`src/rtl/pcc_pkg.sv`:
```
// Package: shared types of the paged write cache.
// Assumes: nothing beyond standard SystemVerilog.
package pcc_pkg;

    // Flush sequencer phases.
    typedef enum logic [1:0] {
        FL_IDLE = 2'd0,
        FL_SCAN = 2'd1,
        FL_WAIT = 2'd2
    } flush_state_e;

endpackage

```
`src/rtl/pcc_store.sv`:
```
// Module: pcc_store
// Cache storage. It keeps a byte array with one valid flag per slot and a
// wrapping load pointer. It also gives a combinational read of one whole
// page, selected by page index.
// Assumes: PAGE_BYTES and NUM_PAGES are powers of two. A load start takes
// priority over a byte write in the same cycle. The caller gates every
// strobe while a flush runs.
module pcc_store #(
    parameter int PAGE_BYTES = 8,
    parameter int NUM_PAGES  = 8,
    parameter int DATA_W     = 8,
    localparam int OFF_W     = $clog2(PAGE_BYTES),
    localparam int IDX_W     = $clog2(NUM_PAGES),
    localparam int PTR_W     = OFF_W + IDX_W,
    localparam int SLOTS     = PAGE_BYTES * NUM_PAGES
) (
    input  logic                         clk,
    input  logic                         rst_n,
    input  logic                         ld_start,
    input  logic [OFF_W-1:0]             start_off,
    input  logic                         ld_byte,
    input  logic [DATA_W-1:0]            ld_data,
    input  logic                         clear_all,
    input  logic [IDX_W-1:0]             rd_idx,
    output logic [PAGE_BYTES*DATA_W-1:0] rd_data,
    output logic [PAGE_BYTES-1:0]        rd_valid,
    output logic                         any_valid
);

    logic [SLOTS-1:0][DATA_W-1:0] mem_q;
    logic [SLOTS-1:0]             val_q;
    logic [PTR_W-1:0]             ptr_q;

    // Pointer and valid flags: a start reloads the pointer and clears the
    // flags, and a byte marks its slot.
    always_ff @(posedge clk) begin
        if (!rst_n) begin
            ptr_q <= '0;
            val_q <= '0;
        end else if (ld_start) begin
            ptr_q <= {{IDX_W{1'b0}}, start_off};
            val_q <= '0;
        end else if (clear_all) begin
            val_q <= '0;
        end else if (ld_byte) begin
            val_q[ptr_q] <= 1'b1;
            ptr_q        <= ptr_q + 1'b1;
        end
    end

    // Data array: no reset is needed because the valid flags qualify it.
    always_ff @(posedge clk) begin
        if (ld_byte && !ld_start) begin
            mem_q[ptr_q] <= ld_data;
        end
    end

    // Page read port: gathers the slots of the selected page.
    always_comb begin
        for (int j = 0; j < PAGE_BYTES; j++) begin
            rd_data[j*DATA_W +: DATA_W] = mem_q[{rd_idx, OFF_W'(j)}];
            rd_valid[j]                 = val_q[{rd_idx, OFF_W'(j)}];
        end
    end

    assign any_valid = |val_q;

endmodule

```
`src/rtl/pcc_flush_seq.sv`:
```
// Module: pcc_flush_seq
// Flush sequencer. It walks cache pages in ascending order and raises a
// one-cycle page-write request for each page with a loaded byte. It then
// waits WRITE_CYCLES clocks before it moves to the next page. An empty page
// costs one cycle.
// Assumes: WRITE_CYCLES >= 1. The page read data is combinational from the
// store for the index this module drives.
module pcc_flush_seq
    import pcc_pkg::*;
#(
    parameter int PAGE_BYTES   = 8,
    parameter int NUM_PAGES    = 8,
    parameter int DATA_W       = 8,
    parameter int PAGE_AW      = 10,
    parameter int WRITE_CYCLES = 16,
    localparam int IDX_W       = $clog2(NUM_PAGES),
    localparam int CNT_W       = $clog2(WRITE_CYCLES + 1)
) (
    input  logic                         clk,
    input  logic                         rst_n,
    input  logic                         flush_go,
    input  logic [PAGE_AW-1:0]           base_page,
    input  logic [PAGE_BYTES*DATA_W-1:0] page_data,
    input  logic [PAGE_BYTES-1:0]        page_valid,
    output logic [IDX_W-1:0]             idx,
    output logic                         busy,
    output logic                         flush_done,
    output logic                         pg_req,
    output logic [PAGE_AW-1:0]           pg_addr,
    output logic [PAGE_BYTES*DATA_W-1:0] pg_data,
    output logic [PAGE_BYTES-1:0]        pg_valid
);

    flush_state_e     state_q;
    logic [CNT_W-1:0] cnt_q;
    logic             advance;
    logic             last_idx;

    // Page step: leave the current page after a skip or an expired wait.
    assign advance    = (state_q == FL_SCAN && !(|page_valid)) ||
                        (state_q == FL_WAIT && cnt_q == '0);
    assign last_idx   = (idx == IDX_W'(NUM_PAGES - 1));
    assign flush_done = advance && last_idx;
    assign busy       = (state_q != FL_IDLE);

    // Sequencer state, write timer and the registered request outputs.
    always_ff @(posedge clk) begin
        if (!rst_n) begin
            state_q  <= FL_IDLE;
            idx      <= '0;
            cnt_q    <= '0;
            pg_req   <= 1'b0;
            pg_addr  <= '0;
            pg_data  <= '0;
            pg_valid <= '0;
        end else begin
            pg_req <= 1'b0;
            case (state_q)
                FL_IDLE: begin
                    if (flush_go) begin
                        state_q <= FL_SCAN;
                        idx     <= '0;
                    end
                end
                FL_SCAN: begin
                    if (|page_valid) begin
                        pg_req   <= 1'b1;
                        pg_addr  <= base_page + PAGE_AW'(idx);
                        pg_data  <= page_data;
                        pg_valid <= page_valid;
                        cnt_q    <= CNT_W'(WRITE_CYCLES - 1);
                        state_q  <= FL_WAIT;
                    end
                end
                FL_WAIT: begin
                    if (cnt_q != '0) begin
                        cnt_q <= cnt_q - 1'b1;
                    end
                end
                default: state_q <= FL_IDLE;
            endcase
            if (advance) begin
                if (last_idx) begin
                    state_q <= FL_IDLE;
                end else begin
                    idx     <= idx + 1'b1;
                    state_q <= FL_SCAN;
                end
            end
        end
    end

endmodule

```
`src/rtl/page_cache_committer.sv`:
```
// Module: page_cache_committer (top)
// Paged write cache with a commit sequencer. Bytes of one write transaction
// load from the start offset inside cache page 0. A stop commits every
// non-empty cache page to sequential array pages, one write cycle each.
// Assumes: ADDR_W > log2(PAGE_BYTES). Strobes that arrive while busy is high
// are dropped.
module page_cache_committer #(
    parameter int PAGE_BYTES   = 8,
    parameter int NUM_PAGES    = 8,
    parameter int DATA_W       = 8,
    parameter int ADDR_W       = 13,
    parameter int WRITE_CYCLES = 16,
    localparam int OFF_W       = $clog2(PAGE_BYTES),
    localparam int IDX_W       = $clog2(NUM_PAGES),
    localparam int PAGE_AW     = ADDR_W - OFF_W
) (
    input  logic                         clk,
    input  logic                         rst_n,
    input  logic                         txn_start,
    input  logic [ADDR_W-1:0]            start_addr,
    input  logic                         byte_wr,
    input  logic [DATA_W-1:0]            byte_data,
    input  logic                         stop,
    output logic                         busy,
    output logic                         pg_req,
    output logic [PAGE_AW-1:0]           pg_addr,
    output logic [PAGE_BYTES*DATA_W-1:0] pg_data,
    output logic [PAGE_BYTES-1:0]        pg_valid
);

    logic                         acc_start;
    logic                         acc_byte;
    logic                         flush_go;
    logic                         flush_done;
    logic                         any_valid;
    logic [PAGE_AW-1:0]           base_page_q;
    logic [IDX_W-1:0]             rd_idx;
    logic [PAGE_BYTES*DATA_W-1:0] rd_data;
    logic [PAGE_BYTES-1:0]        rd_valid;

    // Input gating: no strobe is accepted during a flush.
    assign acc_start = txn_start && !busy;
    assign acc_byte  = byte_wr && !busy;
    assign flush_go  = stop && !busy && !txn_start && any_valid;

    // Start page register: holds the array page that receives cache page 0.
    always_ff @(posedge clk) begin
        if (!rst_n) begin
            base_page_q <= '0;
        end else if (acc_start) begin
            base_page_q <= start_addr[ADDR_W-1:OFF_W];
        end
    end

    pcc_store #(
        .PAGE_BYTES (PAGE_BYTES),
        .NUM_PAGES  (NUM_PAGES),
        .DATA_W     (DATA_W)
    ) u_store (
        .clk       (clk),
        .rst_n     (rst_n),
        .ld_start  (acc_start),
        .start_off (start_addr[OFF_W-1:0]),
        .ld_byte   (acc_byte),
        .ld_data   (byte_data),
        .clear_all (flush_done),
        .rd_idx    (rd_idx),
        .rd_data   (rd_data),
        .rd_valid  (rd_valid),
        .any_valid (any_valid)
    );

    pcc_flush_seq #(
        .PAGE_BYTES   (PAGE_BYTES),
        .NUM_PAGES    (NUM_PAGES),
        .DATA_W       (DATA_W),
        .PAGE_AW      (PAGE_AW),
        .WRITE_CYCLES (WRITE_CYCLES)
    ) u_seq (
        .clk        (clk),
        .rst_n      (rst_n),
        .flush_go   (flush_go),
        .base_page  (base_page_q),
        .page_data  (rd_data),
        .page_valid (rd_valid),
        .idx        (rd_idx),
        .busy       (busy),
        .flush_done (flush_done),
        .pg_req     (pg_req),
        .pg_addr    (pg_addr),
        .pg_data    (pg_data),
        .pg_valid   (pg_valid)
    );

endmodule

```
`config.mk`:
```
export PLATFORM = sky130hd
export DESIGN_NAME = page_cache_committer
export DESIGN_NICKNAME = d
export VERILOG_FILES = /design/src/rtl/pcc_pkg.sv /design/src/rtl/pcc_store.sv /design/src/rtl/pcc_flush_seq.sv /design/src/rtl/page_cache_committer.sv
export SDC_FILE = /design/constraint.sdc
export NUM_CORES = 1
export LEC_CHECK = 0
export BUFFER_PORTS_ARGS = -buffer_cell sky130_fd_sc_hd__buf_2
export CAP_MARGIN = 20
export CELL_PAD_IN_SITES_DETAIL_PLACEMENT = 0
export CELL_PAD_IN_SITES_GLOBAL_PLACEMENT = 1
export CORE_AREA = 4 4 224 226
export CTS_BUF_LIST = sky130_fd_sc_hd__clkbuf_8
export DETAILED_ROUTE_END_ITERATION = 12
export DIE_AREA = 0 0 228 230
export PLACE_DENSITY = 0.88
export SETUP_SLACK_MARGIN = 0.5
export SYNTH_ARGS = -nofsm -noshare
export SYNTH_HDL_FRONTEND = slang
export SYNTH_SLANG_ARGS = --single-unit
```
`constraint.sdc`:
```
create_clock -name clk -period 2.75 [get_ports clk]
set_input_delay 0.275 -clock clk [delete_from_list [all_inputs] [get_ports clk]]
set_output_delay 0.275 -clock clk [all_outputs]
set_load 0.02 [all_outputs]
```
==> flow_metrics.py <==
metrics = {
    "run_status": {
        "status": "complete, no violations",
    },
    "placement": {
        "hpwl_um": 33600,
        "postPlaceCellArea_sq_mm": 0.0280,
        "place_congestion": 0.892,
        "port_buffers": 109,
        "dp.cells": 2286,
        "post-place-ws_ps": 70.5,
    },
    "power": {
        "p_int_w": 0.0159,
        "swShare_pct": 22.5,
        "ir_worst_vdd_uv": 428,
        "clock_power_share_pct": 40.0,
        "p_switching_w": 0.00461,
        "power_density_mw_per_mm2": 650,
        "sequentialPowerShare_pct": 54.7,
        "leakage_nw": 10.5,
        "p_comb_share_pct": 5.3,
    },
    "clock_network": {
        "clock-sinks": 685,
        "clockBufferDepth": 3,
        "ctsRootBufferMaster": "clkbuf_8",
        "cts_tree": "built",
        "htree_num_levels": 3,
        "clock_latency_ps": 700,
        "clkTransAtPathRegs_ps": 70,
        "cts_buffers": 107,
    },
    "synthesis": {
        "ys_seq_area_share_pct": 72.0,
        "yosysWarnings": 0,
        "ys_ff_latch": 685,
        "yosys.area.top_type": "edfxtp_1",
        "yosysTopAreaCellShare_pct": 58.8,
        "synth_cell_types": 43,
        "synth_area_leaders": "edfxtp_1, dfxtp_1, mux4_2",
        "netlist_instances": 1547,
        "synth_fp_nets": 1582,
        "avgSynthCellArea_sq_um": 16.9,
        "netlist_area_sq_mm": 0.0262,
    },
    "critical_path": {
        "worst-path-max-fanout": 16,
        "worstPathArrival_ps": 3130,
        "startpoint": "u_seq.idx[0]",
        "cp-end-kind": "flip-flop",
        "path_common_cell": "buf_4",
        "path_cells": "buf_4 > mux4_2 > mux2i_2 > nand4_1 > buf_6 > o31ai_2 > a21o_1 > buf_4 > clkbuf_16 > nor2_1",
        "r2r-start": "u_seq.idx[0]",
        "max_stage_delay_ps": 540,
        "rrSetupSlack_ps": 190,
        "r2r-end": "u_store.val_q[36]",
        "required_ps": 3310,
        "reg2regPathDepth": 10,
        "startpoint_type": "flip-flop",
        "crit_type": "flip-flop to flip-flop",
        "slowest_stage": "mux4_2",
    },
    "sta": {
        "clock_skew_ps": 52.3,
        "max_freq_ghz": 0.390,
        "slew-limit-headroom_pct": 47.0,
        "hold_violations": 0,
        "setup-tns-final_ps": 0,
        "rsz0062_at_grt": "true",
        "fin_crit_ps": 2560,
        "drv_slew": 0,
        "fin_crit_sh_pct": 93.2,
        "setup_ws_ps": 186,
        "setup_viol": 0,
        "hold_ws_ps": 86.7,
        "tightest_slew_ps": 791,
    },
    "route": {
        "highest_layer": "met4",
        "wl_um": 60500,
        "viasPerCell": 5.91,
        "via_count": 15100,
        "postRouteAntennaNets": 0,
        "wl_met3_um": 4560,
        "drt_iter0_drc": 1307,
        "drc": 0,
        "route.met2.wl_um": 30100,
        "drt-met1-wl_um": 24500,
        "firstDrtPassIters": 5,
        "wl_per_cell_um": 23.7,
    },
    "grt": {
        "grt_pass1_vias": 15200,
        "grt_overflow": 0,
        "track_usage_pct": 21.7,
        "grt_pass1_wl_um": 88100,
        "grt_max_degree": 67,
        "grt_antenna_before_repair": 0,
    },
    "finish": {
        "area_growth_syn_to_layout_pct": 20.4,
        "diodes": 0,
        "fin_area_sq_mm": 0.0315,
        "stdcell_count": 2552,
        "final_common_cell": "edfxtp_1",
        "final_nets": 1875,
        "drive_gt1_share_pct": 35.1,
        "layout_common_cells": "edfxtp_1, nor2_1, dfxtp_1",
    },
    "die": {
        "std_cell_rows": 81,
        "ioPinCount": 110,
        "core_sq_mm": 0.0483,
        "die_y_um": 230,
        "start_util_pct": 54.1,
        "die_area_sq_mm": 0.0524,
        "die_w_um": 228,
    },
    "worst_hold_path": {
        "holdPathStages": 2,
        "hp-class": "input pin to flip-flop",
        "whs_endpoint": "u_store.mem_q[423]",
        "hold_start": "byte_data[7]",
    },
    "job": {
        "drv_cap": 0,
    },
}
[Yosys cell counts (all sizes together)]
cell,count
o31ai,1
inv,4
a21o,2
and3,6
nor3b,3
nor3,5
nand4,6
or3b,1
nand3,13
clkbuf,62
xor2,8
or4,1
nand3b,1
a21oi,77
a221oi,1
nand2b,11
edfxtp,512
a211oi,82
o21a,2
fa,1
nor4b,1
buf,40
nor2b,3
dfxtp,173
and2,3
a311oi,1
or2,2
mux4,144
nand4b,1
mux2i,78
o21ba,1
nor2,225
xnor2,8
and3b,2
o211ai,1
nor4,18
ha,8
or3,1
o21ai,1
nand2,37
[layer usage]
layer,track usage [%],up-vias
li1,-,6641
met1,29.3,7712
met2,35.7,637
met3,4.45,103
met4,7.60,0
met5,0,-
[timing repair]
| item | CTS | global route |
|---|---|---|
| hold buffers | 16 | 0 |
| endpoints found under the setup margin | 260 | 280 |
| endpoints found under the hold margin | 21 | 0 |
| setup buffers | 16 | 15 |
| gates cloned | 2 | 18 |
| resized for setup | 28 | 113 |
| pin swaps | 6 | 14 |
[registers in the layout, indices dropped and copies added (netlist names)]
register / cells
u_store.val_q: 64
u_seq.pg_addr: 10
u_seq.idx: 3
u_seq.state_q: 2
base_page_q: 10
u_seq.pg_data: 64
u_store.mem_q: 512
u_seq.pg_valid: 8
u_seq.cnt_q: 5
u_seq.pg_req: 1
u_store.ptr_q: 6
[power by group through the flow]
| stage | Sequential, W | Clock [W] | Combinational [W] |
|---|---|---|---|
| 2_1_floorplan | 0.0114 | 0 | 0.000542 |
| 3_3_place_gp | 0.0114 | 0 | 0.000883 |
| 3_5_place_dp | 0.0114 | 0 | 0.000905 |
| 4_1_cts | 0.0112 | 0.00832 | 0.000975 |
| 5_1_grt | 0.0112 | 0.00884 | 0.00116 |
| 6_report | 0.0112 | 0.00819 | 0.00108 |
[worst max-delay path by stage]
stage	endpoint	slack [ps]
2_1_floorplan	u_store.mem_q[208]	450
3_3_place_gp	u_store.val_q[63]	120
3_5_place_dp	u_store.val_q[43]	70
4_1_cts	u_store.val_q[15]	270
5_1_grt	u_seq.pg_data[51]	110
6_report	u_store.val_q[36]	190
[worst max-delay path, delay by kind of cell, from the launching register on]
| kind | cells | cell delay, ps |
|---|---|---|
| muxes | 2 | 740 |
| buffers and inverters | 4 | 650 |
| and+or+nand+nor | 2 | 200 |
| DFF | 1 | 440 |
| AOI/OAI and AO/OA | 2 | 420 |
[cells by family after synthesis]
family	Yosys count	share of synthesized area, %
flops	685	72.0
mux	222	15.4
buf+inv	106	1.86
compound gates	169	4.12
fa+ha+maj	9	0.459
xor+xnor	16	0.536
simple gates	340	5.61
[stage by stage]
stage                     util [%]  power [W]
after floorplan                  -     0.0120
after global placement        58.0     0.0123
after detailed placement      58.0     0.0123
after CTS                     63.2     0.0205
after global routing          65.1     0.0212
final                         65.1     0.0205
[final cells by class]
type | count | area [sq um]
multi-input combinational | 760 | 7430
tap | 622 | 778
fill | 3193 | 16900
timing repair buffer | 282 | 2320
clock inverter | 81 | 462
sequential | 685 | 18800
inverter | 4 | 16.3
clock buffer | 118 | 1620
(Power assumes the default switching activity.)
